### src/rtl/mmio_pkg.sv
package mmio_pkg;

    localparam int SEL_W = 3;

    typedef enum logic [SEL_W-1:0] {
        SLOT_EMPTY = 3'd0,
        SLOT_ROM   = 3'd1,
        SLOT_RAM   = 3'd2,
        SLOT_DISP  = 3'd3,
        SLOT_SW    = 3'd4,
        SLOT_SP5   = 3'd5,
        SLOT_SP6   = 3'd6,
        SLOT_SP7   = 3'd7
    } slot_e;

    typedef struct packed {
        logic rom;
        logic ram;
        logic disp_wr;
        logic sw_rd;
        logic rom_rd;
        logic ram_rd;
    } slot_en_t;

endpackage

### src/rtl/mmio_slot_decode.sv
module mmio_slot_decode
    import mmio_pkg::*;
#(
    parameter int ADDR_W = 12
) (
    input  logic [SEL_W-1:0] slot_code,
    input  logic             rd,
    input  logic             wr,
    output slot_en_t         en
);
    slot_e slot;
    logic  active;

    assign slot   = slot_e'(slot_code);
    assign active = rd | wr;

    always_comb begin
        en = '0;
        unique case (slot)
            SLOT_ROM: begin
                en.rom    = active;
                en.rom_rd = rd;
            end
            SLOT_RAM: begin
                en.ram    = active;
                en.ram_rd = rd;
            end
            SLOT_DISP: en.disp_wr = wr;
            SLOT_SW:   en.sw_rd   = rd;
            SLOT_EMPTY, SLOT_SP5, SLOT_SP6, SLOT_SP7: en = '0;
        endcase
    end
endmodule

### src/rtl/mmio_out_reg.sv
module mmio_out_reg #(
    parameter int          DATA_W  = 8,
    parameter logic [7:0]  RST_VAL = 8'h00
) (
    input  logic              clk,
    input  logic              rst,
    input  logic              load,
    input  logic [DATA_W-1:0] d,
    output logic [DATA_W-1:0] q
);
    always_ff @(posedge clk) begin
        if (rst)       q <= DATA_W'(RST_VAL);
        else if (load) q <= d;
    end
endmodule

### src/rtl/mmio_in_sampler.sv
module mmio_in_sampler #(
    parameter int DATA_W = 8
) (
    input  logic              clk,
    input  logic              rst,
    input  logic [DATA_W-1:0] raw,
    output logic [DATA_W-1:0] sampled
);
    for (genvar i = 0; i < DATA_W; i++) begin : g_bit
        always_ff @(posedge clk) begin
            if (rst) sampled[i] <= 1'b0;
            else     sampled[i] <= raw[i];
        end
    end
endmodule

### src/rtl/mmio_rd_mux.sv
module mmio_rd_mux
    import mmio_pkg::*;
#(
    parameter int DATA_W = 8
) (
    input  slot_en_t          en,
    input  logic [DATA_W-1:0] rom_d,
    input  logic [DATA_W-1:0] ram_d,
    input  logic [DATA_W-1:0] sw_d,
    output logic [DATA_W-1:0] rdata
);
    always_comb begin
        if (en.rom_rd)     rdata = rom_d;
        else if (en.ram_rd) rdata = ram_d;
        else if (en.sw_rd)  rdata = sw_d;
        else                rdata = '1;
    end
endmodule

### src/rtl/mmio_decoder.sv
module mmio_decoder
    import mmio_pkg::*;
#(
    parameter int ADDR_W = 12,
    parameter int DATA_W = 8,
    localparam int OFF_W = ADDR_W - SEL_W
) (
    input  logic              clk,
    input  logic              rst,
    input  logic [ADDR_W-1:0] cpu_addr,
    input  logic [DATA_W-1:0] wdata,
    input  logic              bus_rd,
    input  logic              bus_wr,
    input  logic [DATA_W-1:0] rom_rdata,
    input  logic [DATA_W-1:0] ram_rdata,
    input  logic [DATA_W-1:0] sw_in,
    output logic              rom_sel_n,
    output logic              ram_sel_n,
    output logic [OFF_W-1:0]  dev_offset,
    output logic [DATA_W-1:0] disp_q,
    output logic [DATA_W-1:0] rdata
);
    slot_en_t          en;
    logic [DATA_W-1:0] sw_q;

    assign dev_offset = cpu_addr[OFF_W-1:0];

    mmio_slot_decode #(.ADDR_W(ADDR_W)) u_dec (
        .slot_code (cpu_addr[ADDR_W-1:OFF_W]),
        .rd        (bus_rd),
        .wr        (bus_wr),
        .en        (en)
    );

    assign rom_sel_n = ~en.rom;
    assign ram_sel_n = ~en.ram;

    mmio_out_reg #(.DATA_W(DATA_W), .RST_VAL(8'h00)) u_disp (
        .clk  (clk),
        .rst  (rst),
        .load (en.disp_wr),
        .d    (wdata),
        .q    (disp_q)
    );

    mmio_in_sampler #(.DATA_W(DATA_W)) u_sw (
        .clk     (clk),
        .rst     (rst),
        .raw     (sw_in),
        .sampled (sw_q)
    );

    mmio_rd_mux #(.DATA_W(DATA_W)) u_mux (
        .en    (en),
        .rom_d (rom_rdata),
        .ram_d (ram_rdata),
        .sw_d  (sw_q),
        .rdata (rdata)
    );
endmodule

### config.mk
export PLATFORM = sky130hd
export DESIGN_NAME = mmio_decoder
export DESIGN_NICKNAME = d
export VERILOG_FILES = /design/src/rtl/mmio_pkg.sv /design/src/rtl/mmio_slot_decode.sv /design/src/rtl/mmio_out_reg.sv /design/src/rtl/mmio_in_sampler.sv /design/src/rtl/mmio_rd_mux.sv /design/src/rtl/mmio_decoder.sv
export SDC_FILE = /design/constraint.sdc
export NUM_CORES = 1
export LEC_CHECK = 0
export BUFFER_PORTS_ARGS = -buffer_cell sky130_fd_sc_hd__buf_2
export CAP_MARGIN = 20
export CORE_ASPECT_RATIO = 1.4
export CORE_MARGIN = 4
export CORE_UTILIZATION = 34
export DETAILED_ROUTE_END_ITERATION = 6
export PLACE_DENSITY = 0.84
export RECOVER_POWER = 25
export SYNTH_ARGS = -nofsm -noshare
export SYNTH_HDL_FRONTEND = slang
export SYNTH_SLANG_ARGS = --single-unit
### constraint.sdc
create_clock -name clk -period 0.8 [get_ports clk]
set_input_delay 0.08 -clock clk [delete_from_list [all_inputs] [get_ports clk]]
set_output_delay 0.08 -clock clk [all_outputs]
set_load 0.05 [all_outputs]
Word-level counts from Yosys, hierarchy flattened. Index checks and enable logic that the tools add are counted. Widths: inputs -> output; s select.

Bits in registers: 16. ROM bits: 0. Memories kept: 0. Output and inout port bits: 27. Logic and storage cells: 25. Memory bits (writable): 0. Bits of input ports: 48. Bits in latches: 0.

Reduce and logical (&&, ||, !) cells: 0. Magnitude comparators: 0. Add/sub/neg operators: 0. Multiply operators: 0. Div/mod/pow operators: 0. Mux-type cells: 9. Shift operators: 0. Bitwise gates (word level): 3. Equal/unequal tests: 4.

Operators by type and width (count): $mux 8 (3); $eq 3x2->1 const B (2); $mux 1 (6); $eq 3x1->1 const B (1); $eq 3x3->1 const B (1); $not 1->1 (2); $or 1x1->1 (1).

Longest topological paths before layout. Gate-level depths: netlist (run 1).

Depth in word-level cells: 5. Gate-level depth with buffers: 4. Gate-level depth less buffers: 3.

Cells and area by module. From an unflattened synthesis (run 1), not the netlist that was laid out.

Cells, all modules: 95. Area, all modules: 969.7 µm².

By module, submodules not included: mmio_rd_mux (times used 1, sequential area each 0.0 µm², cells each 35, area an instance 330.3 µm²); mmio_out_reg (times used 1, sequential area each 160.2 µm², cells each 26, area an instance 285.3 µm²); mmio_in_sampler (times used 1, sequential area each 160.2 µm², cells each 16, area an instance 210.2 µm²); mmio_decoder (times used 1, sequential area each 0.0 µm², cells each 11, area an instance 75.1 µm²); mmio_slot_decode (times used 1, sequential area each 0.0 µm², cells each 7, area an instance 68.8 µm²).

Least setup slack after synthesis (run 1). Ideal clock, no wire load.

Path kind: input to output. Start point: input port bus_rd. End point: output port ram_sel_n. Required time: 720 ps. Data arrival time: 1176 ps. Stages on the path: 1. Setup slack: -456 ps. Buffers on the path: 0. Path through: o21ai_0.

Word-level cells in the longest chain between the ends: 3.

Ends and longest elaborated chain: start, declared (line mmio_decoder.sv:12) `input logic bus_rd,`; $or 1x1->1 (line mmio_slot_decode.sv:15) `assign active = rd | wr;`; $mux 1 (line mmio_slot_decode.sv:19) `unique case (slot)`; $not 1->1 (line mmio_decoder.sv:36) `assign ram_sel_n = ~en.ram;`; end, declared (line mmio_decoder.sv:18) `output logic ram_sel_n,`.

Every way passes these cells.

Final worst setup path (run 1).
Start point: register u_sw.sampled[3]. End point: output port rdata[3].

Word-level cells in the longest chain between the ends: 3.

Ends and longest elaborated chain: start, declared (line mmio_in_sampler.sv:7) `output logic [DATA_W-1:0] sampled`; start signal, assigned by index (line mmio_in_sampler.sv:12) `else sampled[i] <= raw[i];`; $mux 8 (line mmio_rd_mux.sv:15) `else if (en.sw_rd) rdata = sw_d;`; $mux 8 (line mmio_rd_mux.sv:14) `else if (en.ram_rd) rdata = ram_d;`; $mux 8 (line mmio_rd_mux.sv:13) `if (en.rom_rd) rdata = rom_d;`; end, declared (line mmio_decoder.sv:21) `output logic [DATA_W-1:0] rdata`.

Every way passes these cells.

==> results of run 1 <==
==> stage by stage <==
| stage | power, W | util [%] | instances | hold slack, ns |
|---|---|---|---|---|
| floorplan | 0.00121 | - | 95 | 0.152 |
| global placement | 0.00125 | 56.3 | 167 | 0.160 |
| detailed placement | 0.00127 | 56.3 | 167 | 0.160 |
| CTS | 0.00176 | 68.1 | 171 | 0.0143 |
| global route | 0.00185 | 70.1 | 171 | 0.0280 |
| finish | 0.00176 | 70.1 | 171 | 0.0236 |
==> repair_timing <==
| action | in CTS | in global routing |
|---|---|---|
| setup buffers | 1 | 0 |
| pin swaps | 2 | 2 |
| gates resized for setup | 61 | 11 |
| endpoints found under the setup margin | 18 | 18 |
==> final cells by class <==
class | instances | share of cell area [%]
sequential | 16 | 23.8
tap | 21 | 1.83
clock buffer | 3 | 1.57
timing repair buffer | 66 | 38.7
multi-input combinational | 65 | 34.1
==> final timing paths <==
path                                                   end  cells past startpoint                  startpoint
worst min register to register    u_disp.q[2]$_SDFFE_PP0P_                      2    u_disp.q[2]$_SDFFE_PP0P_
worst max-delay path                              rdata[3]                      3  u_sw.sampled[3]$_SDFF_PP0_
worst min-delay path            u_sw.sampled[5]$_SDFF_PP0_                      2                    sw_in[5]
worst max register to register    u_disp.q[0]$_SDFFE_PP0P_                      3    u_disp.q[0]$_SDFFE_PP0P_
==> state kept, by name, summed over array words and instances, names as in the netlist <==
register	cells
u_sw.sampled	8
u_disp.q	8
==> worst max-delay path, delay by kind of cell, from the launching register on <==
| kind | cells | cell delay [ns] |
|---|---|---|
| AO/OA/AOI/OAI | 1 | 0.07 |
| flip-flops | 1 | 0.35 |
| buffers and inverters | 1 | 0.17 |
| AND/OR/NAND/NOR | 1 | 0.11 |
==> logic make-up (layout without fill, tap and decap cells) <==
| family | Yosys count | in the layout |
|---|---|---|
| and+or+nand+nor | 47 | 47 |
| AOI/OAI and AO/OA | 18 | 18 |
| DFF | 16 | 16 |
| buffers and inverters | 14 | 69 |
==> power by group through the flow <==
stage | combinational (W) | sequential [W] | clock, W
after CTS | 0.000492 | 0.000855 | 0.000412
after floorplan | 0.000325 | 0.000887 | 0
after global placement | 0.000393 | 0.000858 | 0
after detailed placement | 0.000406 | 0.000861 | 0
after global routing | 0.000551 | 0.000859 | 0.000442
final | 0.000523 | 0.000856 | 0.000385
==> metal layers <==
metal  wire (um)  part of all wire (%)
met1         949                    34
met5           0                     0
met3         218                   7.7
met2        1620                    57
met4          46                   1.6
==> Yosys cell counts <==
cell type,number
a21oi_1,8
and4b_1,1
buf_2,3
buf_4,10
clkbuf_1,1
dfxtp_1,16
nand2_1,16
nand4b_1,1
nand4bb_1,3
nor2_1,17
nor2b_1,8
nor3b_1,1
o211ai_1,1
o21ai_0,1
o22ai_1,8
==> impl_metrics.json, run 1 <==
{
  "antenna_left": 0,
  "final_cell_area_sq_um": 1430,
  "final.min_clock_period_ns": 1.04,
  "gr-usage-met1_pct": 16.5,
  "gp_congestion": 0.709,
  "max-cap-violations": 0,
  "p_per_area_nw_per_um2": 1230,
  "wl_mm": 2.83,
  "start_util_pct": 36.7,
  "grt_pass1_vias": 950,
  "power_frac_comb_pct": 29.6,
  "power.ir.vdd_worst_mv": 1.11,
  "layout-area-overhead-vs-synth_pct": 90.8,
  "run_status": "finished, violations left",
  "cts.sink_count": 16,
  "post_synth_top_area_share_pct": 42.7,
  "ctsRootBufferMaster": "clkbuf_4",
  "synthesis.nets": 143,
  "most_common_cell_after_layout_fill_and_taps_aside": "buf_2",
  "regToRegSetupSlack_ns": 0.10,
  "synth_adder_area_share_pct": 0,
  "seqPwrFrac_pct": 48.5,
  "core-area_sq_um": 2040,
  "timing.critical_path.cells": "o22ai_4 > nor2_4 > buf_6",
  "globalRouteMet3Util_pct": 3.70,
  "postSynthCellCount": 95,
  "post_synth_xor_area_fraction_pct": 0,
  "cp-start-kind": "flop",
  "grt_setup_unrepaired": "yes",
  "share_of_the_synthesized_area_in_compound_gates_ao_oa_aoi_oai_pct": 13.7,
  "static-leakage-power_nw": 0.614,
  "power_switching_w": 0.000510,
  "row_count": 19,
  "clkPwrFrac_pct": 21.8,
  "n_fill_cell": 149,
  "detailedPlacementHpwl_mm": 1.87,
  "synth_warnings": 0,
  "n_antenna_cell": 0,
  "number_of_drc_markers_after_the_initial_detailed_route_iteration": 16,
  "synth-simple-area-share_pct": 31.2,
  "path_max_fanout": 1,
  "netSwitchingFraction_pct": 28.9,
  "maxClockFrequency_ghz": 0.958,
  "final.period_utilization_pct": 131,
  "cp_data_required_time_ns": 0.72,
  "global_route_wire_length_before_repair_mm": 3.93,
  "clkLatencyLatePin_ns": 0.27,
  "ctsHoldBuffers": 0,
  "grt-busiest-layer": "met2",
  "yosys-top-cells-area": "dfxtp_1, buf_4, nor2_1, nand2_1, nor2b_1",
  "floorplan.die.width_um": 47.7,
  "crit_path_top_delay_cell": "dfxtp_2",
  "layout.area.seq_sq_um": 340,
  "setup_total_negative_slack_ns": -2.24,
  "grt_remaining_overflow": 0,
  "timing_max_transition_violations_final": 0,
  "setup_viol_count_final": 17,
  "grt_use_total_pct": 17.5,
  "netlist.top_cell.by_area": "dfxtp_1",
  "synth_cell_types": 15,
  "grt_max_degree": 17,
  "route.detailed.wl_per_inst_um": 16.5,
  "tritoncts_clock_tree": "done",
  "commonest_cells_after_routing_fill_and_taps_aside": "buf_2, nand2_1, dfxtp_2",
  "pre_cts_ws_ns": -0.285,
  "post_synth_mux_area_share_pct": 0,
  "yosysSeqAreaShare_pct": 42.7,
  "detail_route.vias_per_cell": 5.22,
  "final.setup_skew_ns": 0,
  "layout.nets": 200,
  "post_route_cells_drive_above_1_share_pct": 68.0,
  "max_stage_delay_ns": 0.35,
  "max-clock-path-buffers": 2,
  "hold_path.class": "input pin to flop",
  "cts.clk_slew.worst_paths_ns": 0.08,
  "criticalPathCategory": "flop to primary output",
  "critPathCaptureType": "primary output",
  "slew_at_the_pin_with_the_worst_max_slew_slack_ns": 0.286,
  "timing_hold_violations_final": 0,
  "netlist_area_sq_um": 751,
  "violations": "negative setup slack",
  "grt_use_met2_pct": 33.1,
  "cell_internal_pwr_w": 0.00125,
  "finalWorstSetupSlack_ns": -0.244,
  "synth_top_family_by_area": "simple AND/OR/NAND/NOR gates",
  "design.die.area_sq_um": 3030,
  "port_buffers": 56,
  "synth_area_per_cell_sq_um": 7.90,
  "io-pin-count": 75,
  "route.detailed.drc": 0,
  "vias": 892,
  "cts_inserted_buffers": 3,
  "slew_headroom_pct": 80.9,
  "grt_antenna_before_repair": 0,
  "dr.pass1.iters": 4,
  "die_height_um": 63.6,
  "total_area_of_multi_input_combinational_cells_sq_um": 489,
  "synthesis_stage_register_bit_count": 16,
  "htree_num_levels": 1,
  "placement.cell_area_sq_um": 1150,
  "worst_ep_arrival_time_ns": 0.96
}
(Power assumes the default switching activity.)
==> run 2: changes to the inputs <==
--- a/config.mk
+++ b/config.mk
@@ -7,11 +7,13 @@
 export LEC_CHECK = 0
 export BUFFER_PORTS_ARGS = -buffer_cell sky130_fd_sc_hd__buf_2
 export CAP_MARGIN = 20
+export CELL_PAD_IN_SITES_DETAIL_PLACEMENT = 1
+export CELL_PAD_IN_SITES_GLOBAL_PLACEMENT = 1
 export CORE_ASPECT_RATIO = 1.4
 export CORE_MARGIN = 4
-export CORE_UTILIZATION = 34
+export CORE_UTILIZATION = 22
 export DETAILED_ROUTE_END_ITERATION = 6
-export PLACE_DENSITY = 0.84
+export PLACE_DENSITY = 0.85
 export RECOVER_POWER = 25
 export SYNTH_ARGS = -nofsm -noshare
 export SYNTH_HDL_FRONTEND = slang
==> impl_metrics.json, run 2 (synthesized netlist as in run 1, its figures left out) <==
{
  "run_status": "finished, violations left",
  "violations": "negative setup slack",
  "htree_num_levels": 1,
  "max-clock-path-buffers": 2,
  "ctsHoldBuffers": 0,
  "global_route_wire_length_before_repair_mm": 4.79,
  "final.setup_skew_ns": 0,
  "ctsRootBufferMaster": "clkbuf_8",
  "cts.clk_slew.worst_paths_ns": 0.06,
  "layoutNonFillerInstCount": 189,
  "placement.cell_area_sq_um": 1170,
  "placed_cells_incl_taps": 185,
  "n_fill_cell": 380,
  "design.die.area_sq_um": 4420,
  "commonest_cells_after_routing_fill_and_taps_aside": "buf_2, nand2_1, buf_6, dfxtp_2",
  "n_antenna_cell": 0,
  "cp-startpoint": "cpu_addr[10]",
  "start_util_pct": 23.4,
  "wl_mm": 2.96,
  "timing_max_transition_violations_final": 0,
  "layout_top_registers": "u_disp.q: 8 flops, u_sw.sampled: 8 flops",
  "grt-busiest-layer": "met2",
  "worst_ep_arrival_time_ns": 0.93,
  "floorplan.die.width_um": 57.4,
  "static-leakage-power_nw": 0.610,
  "grt_use_met2_pct": 26.7,
  "layout-area-overhead-vs-synth_pct": 99.8,
  "post_route_cells_drive_above_1_share_pct": 74.0,
  "most_common_cell_after_layout_fill_and_taps_aside": "buf_2",
  "clkLatencyLatePin_ns": 0.24,
  "vias": 879,
  "finalWorstSetupSlack_ns": -0.212,
  "setup_total_negative_slack_ns": -1.75,
  "criticalPathCategory": "input pin to primary output",
  "detailedPlacementHpwl_mm": 2.17,
  "final_cell_area_sq_um": 1500,
  "grt_max_degree": 17,
  "io-pin-count": 75,
  "grt_antenna_before_repair": 0,
  "finalHoldWorstSlack_ns": 0.0434,
  "layout.nets": 200,
  "cp_data_required_time_ns": 0.72,
  "power.ir.vdd_worst_mv": 0.810,
  "slew_at_the_pin_with_the_worst_max_slew_slack_ns": 0.308,
  "worst_r2r_startpoint": "u_disp.q[6]$_SDFFE_PP0P_",
  "critPathCaptureType": "primary output",
  "critical-path-top-delay-family": "buffers and inverters",
  "maxClockFrequency_ghz": 0.989,
  "slew_headroom_pct": 79.5,
  "p_per_area_nw_per_um2": 1310,
  "final.min_clock_period_ns": 1.01,
  "globalRouteMet3Util_pct": 2.69,
  "gp_congestion": 0.803,
  "route.detailed.drc": 0,
  "port_buffers": 56,
  "cts.sink_count": 16,
  "max_stage_delay_ns": 0.19,
  "gr-usage-met1_pct": 13.8,
  "max-cap-violations": 0,
  "dr.pass1.iters": 2,
  "cp-start-kind": "input pin",
  "row_count": 24,
  "route.detailed.wl_per_inst_um": 15.7,
  "number_of_drc_markers_after_the_initial_detailed_route_iteration": 13,
  "crit_path_most_repeated_cell": "buf_6",
  "antenna_left": 0,
  "die_height_um": 77.1,
  "tritoncts_clock_tree": "done",
  "timing.critical_path.cells": "buf_2 > nand4bb_1 > buf_6 > o22ai_4 > nor2_4 > buf_6",
  "worstPathBufferInverterCount": 3,
  "setup_viol_count_final": 18,
  "grt_remaining_overflow": 0,
  "grt_use_total_pct": 13.8,
  "detail_route.vias_per_cell": 4.65,
  "timing_hold_violations_final": 0,
  "grt_setup_unrepaired": "yes",
  "grt_pass1_vias": 1038,
  "cts_inserted_buffers": 3,
  "worstHoldStart": "sw_in[4]",
  "hold_path.class": "input pin to flop",
  "crit_path_top_delay_cell": "nand4bb_1",
  "path_max_fanout": 8,
  "core-area_sq_um": 3210,
  "final.period_utilization_pct": 126
}
[run 2: cell counts in the layout (fill, tap and decap cells not counted)]
No cell type changed its count.
[run 2: cell type report]
class | instances | area, sq um | share of cell area [%]
sequential | 16 | 340 | 22.7
clock buffer | 3 | 41.3 | 2.75
multi-input combinational | 65 | 534 | 35.6
tap | 39 | 48.8 | 3.25
timing repair buffer | 66 | 536 | 35.7
[run 2: worst paths after layout]
kind | slack, ns | cells past startpoint | end
worst max register to register | 0.12 | 3 | u_disp.q[6]$_SDFFE_PP0P_
worst max-delay path | -0.21 | 6 | rdata[1]
worst min-delay path | 0.04 | 2 | u_sw.sampled[4]$_SDFF_PP0_
worst min register to register | 0.47 | 2 | u_disp.q[4]$_SDFFE_PP0P_
[run 2: what timing repair did]
action | in CTS | in global routing
buffers inserted | 0 | 2
endpoints found under the hold margin | 0 | 0
pin swaps | 12 | 3
resized for setup | 71 | 8
endpoints found under the setup margin | 18 | 18
[run 2: per-stage QoR]
stage	setup slack (ns)	power (W)	utilization, %
after global routing	-0.260	0.00208	46.7
after detailed placement	-0.303	0.00127	36.5
after CTS	-0.230	0.00197	45.6
final	-0.212	0.00196	46.7
after floorplan	-0.152	0.00121	-
after global placement	-0.277	0.00125	36.5
[run 2: where the power goes]
part	total [W]	leakage [nW]	switching, W	internal [W]
logic	0.000521	0.451	0.000279	0.000242
registers	0.000859	0.137	0.0000254	0.000834
clock network	0.000581	0.0216	0.000248	0.000333
total	0.00196	0.610	0.000553	0.00141
[run 2: layer usage]
layer  vias to the layer above  wire length [um]
li1                        422                 -
met2                        51              1730
met4                         0                36
met1                       400               996
met3                         6               205
met5                         -                 0
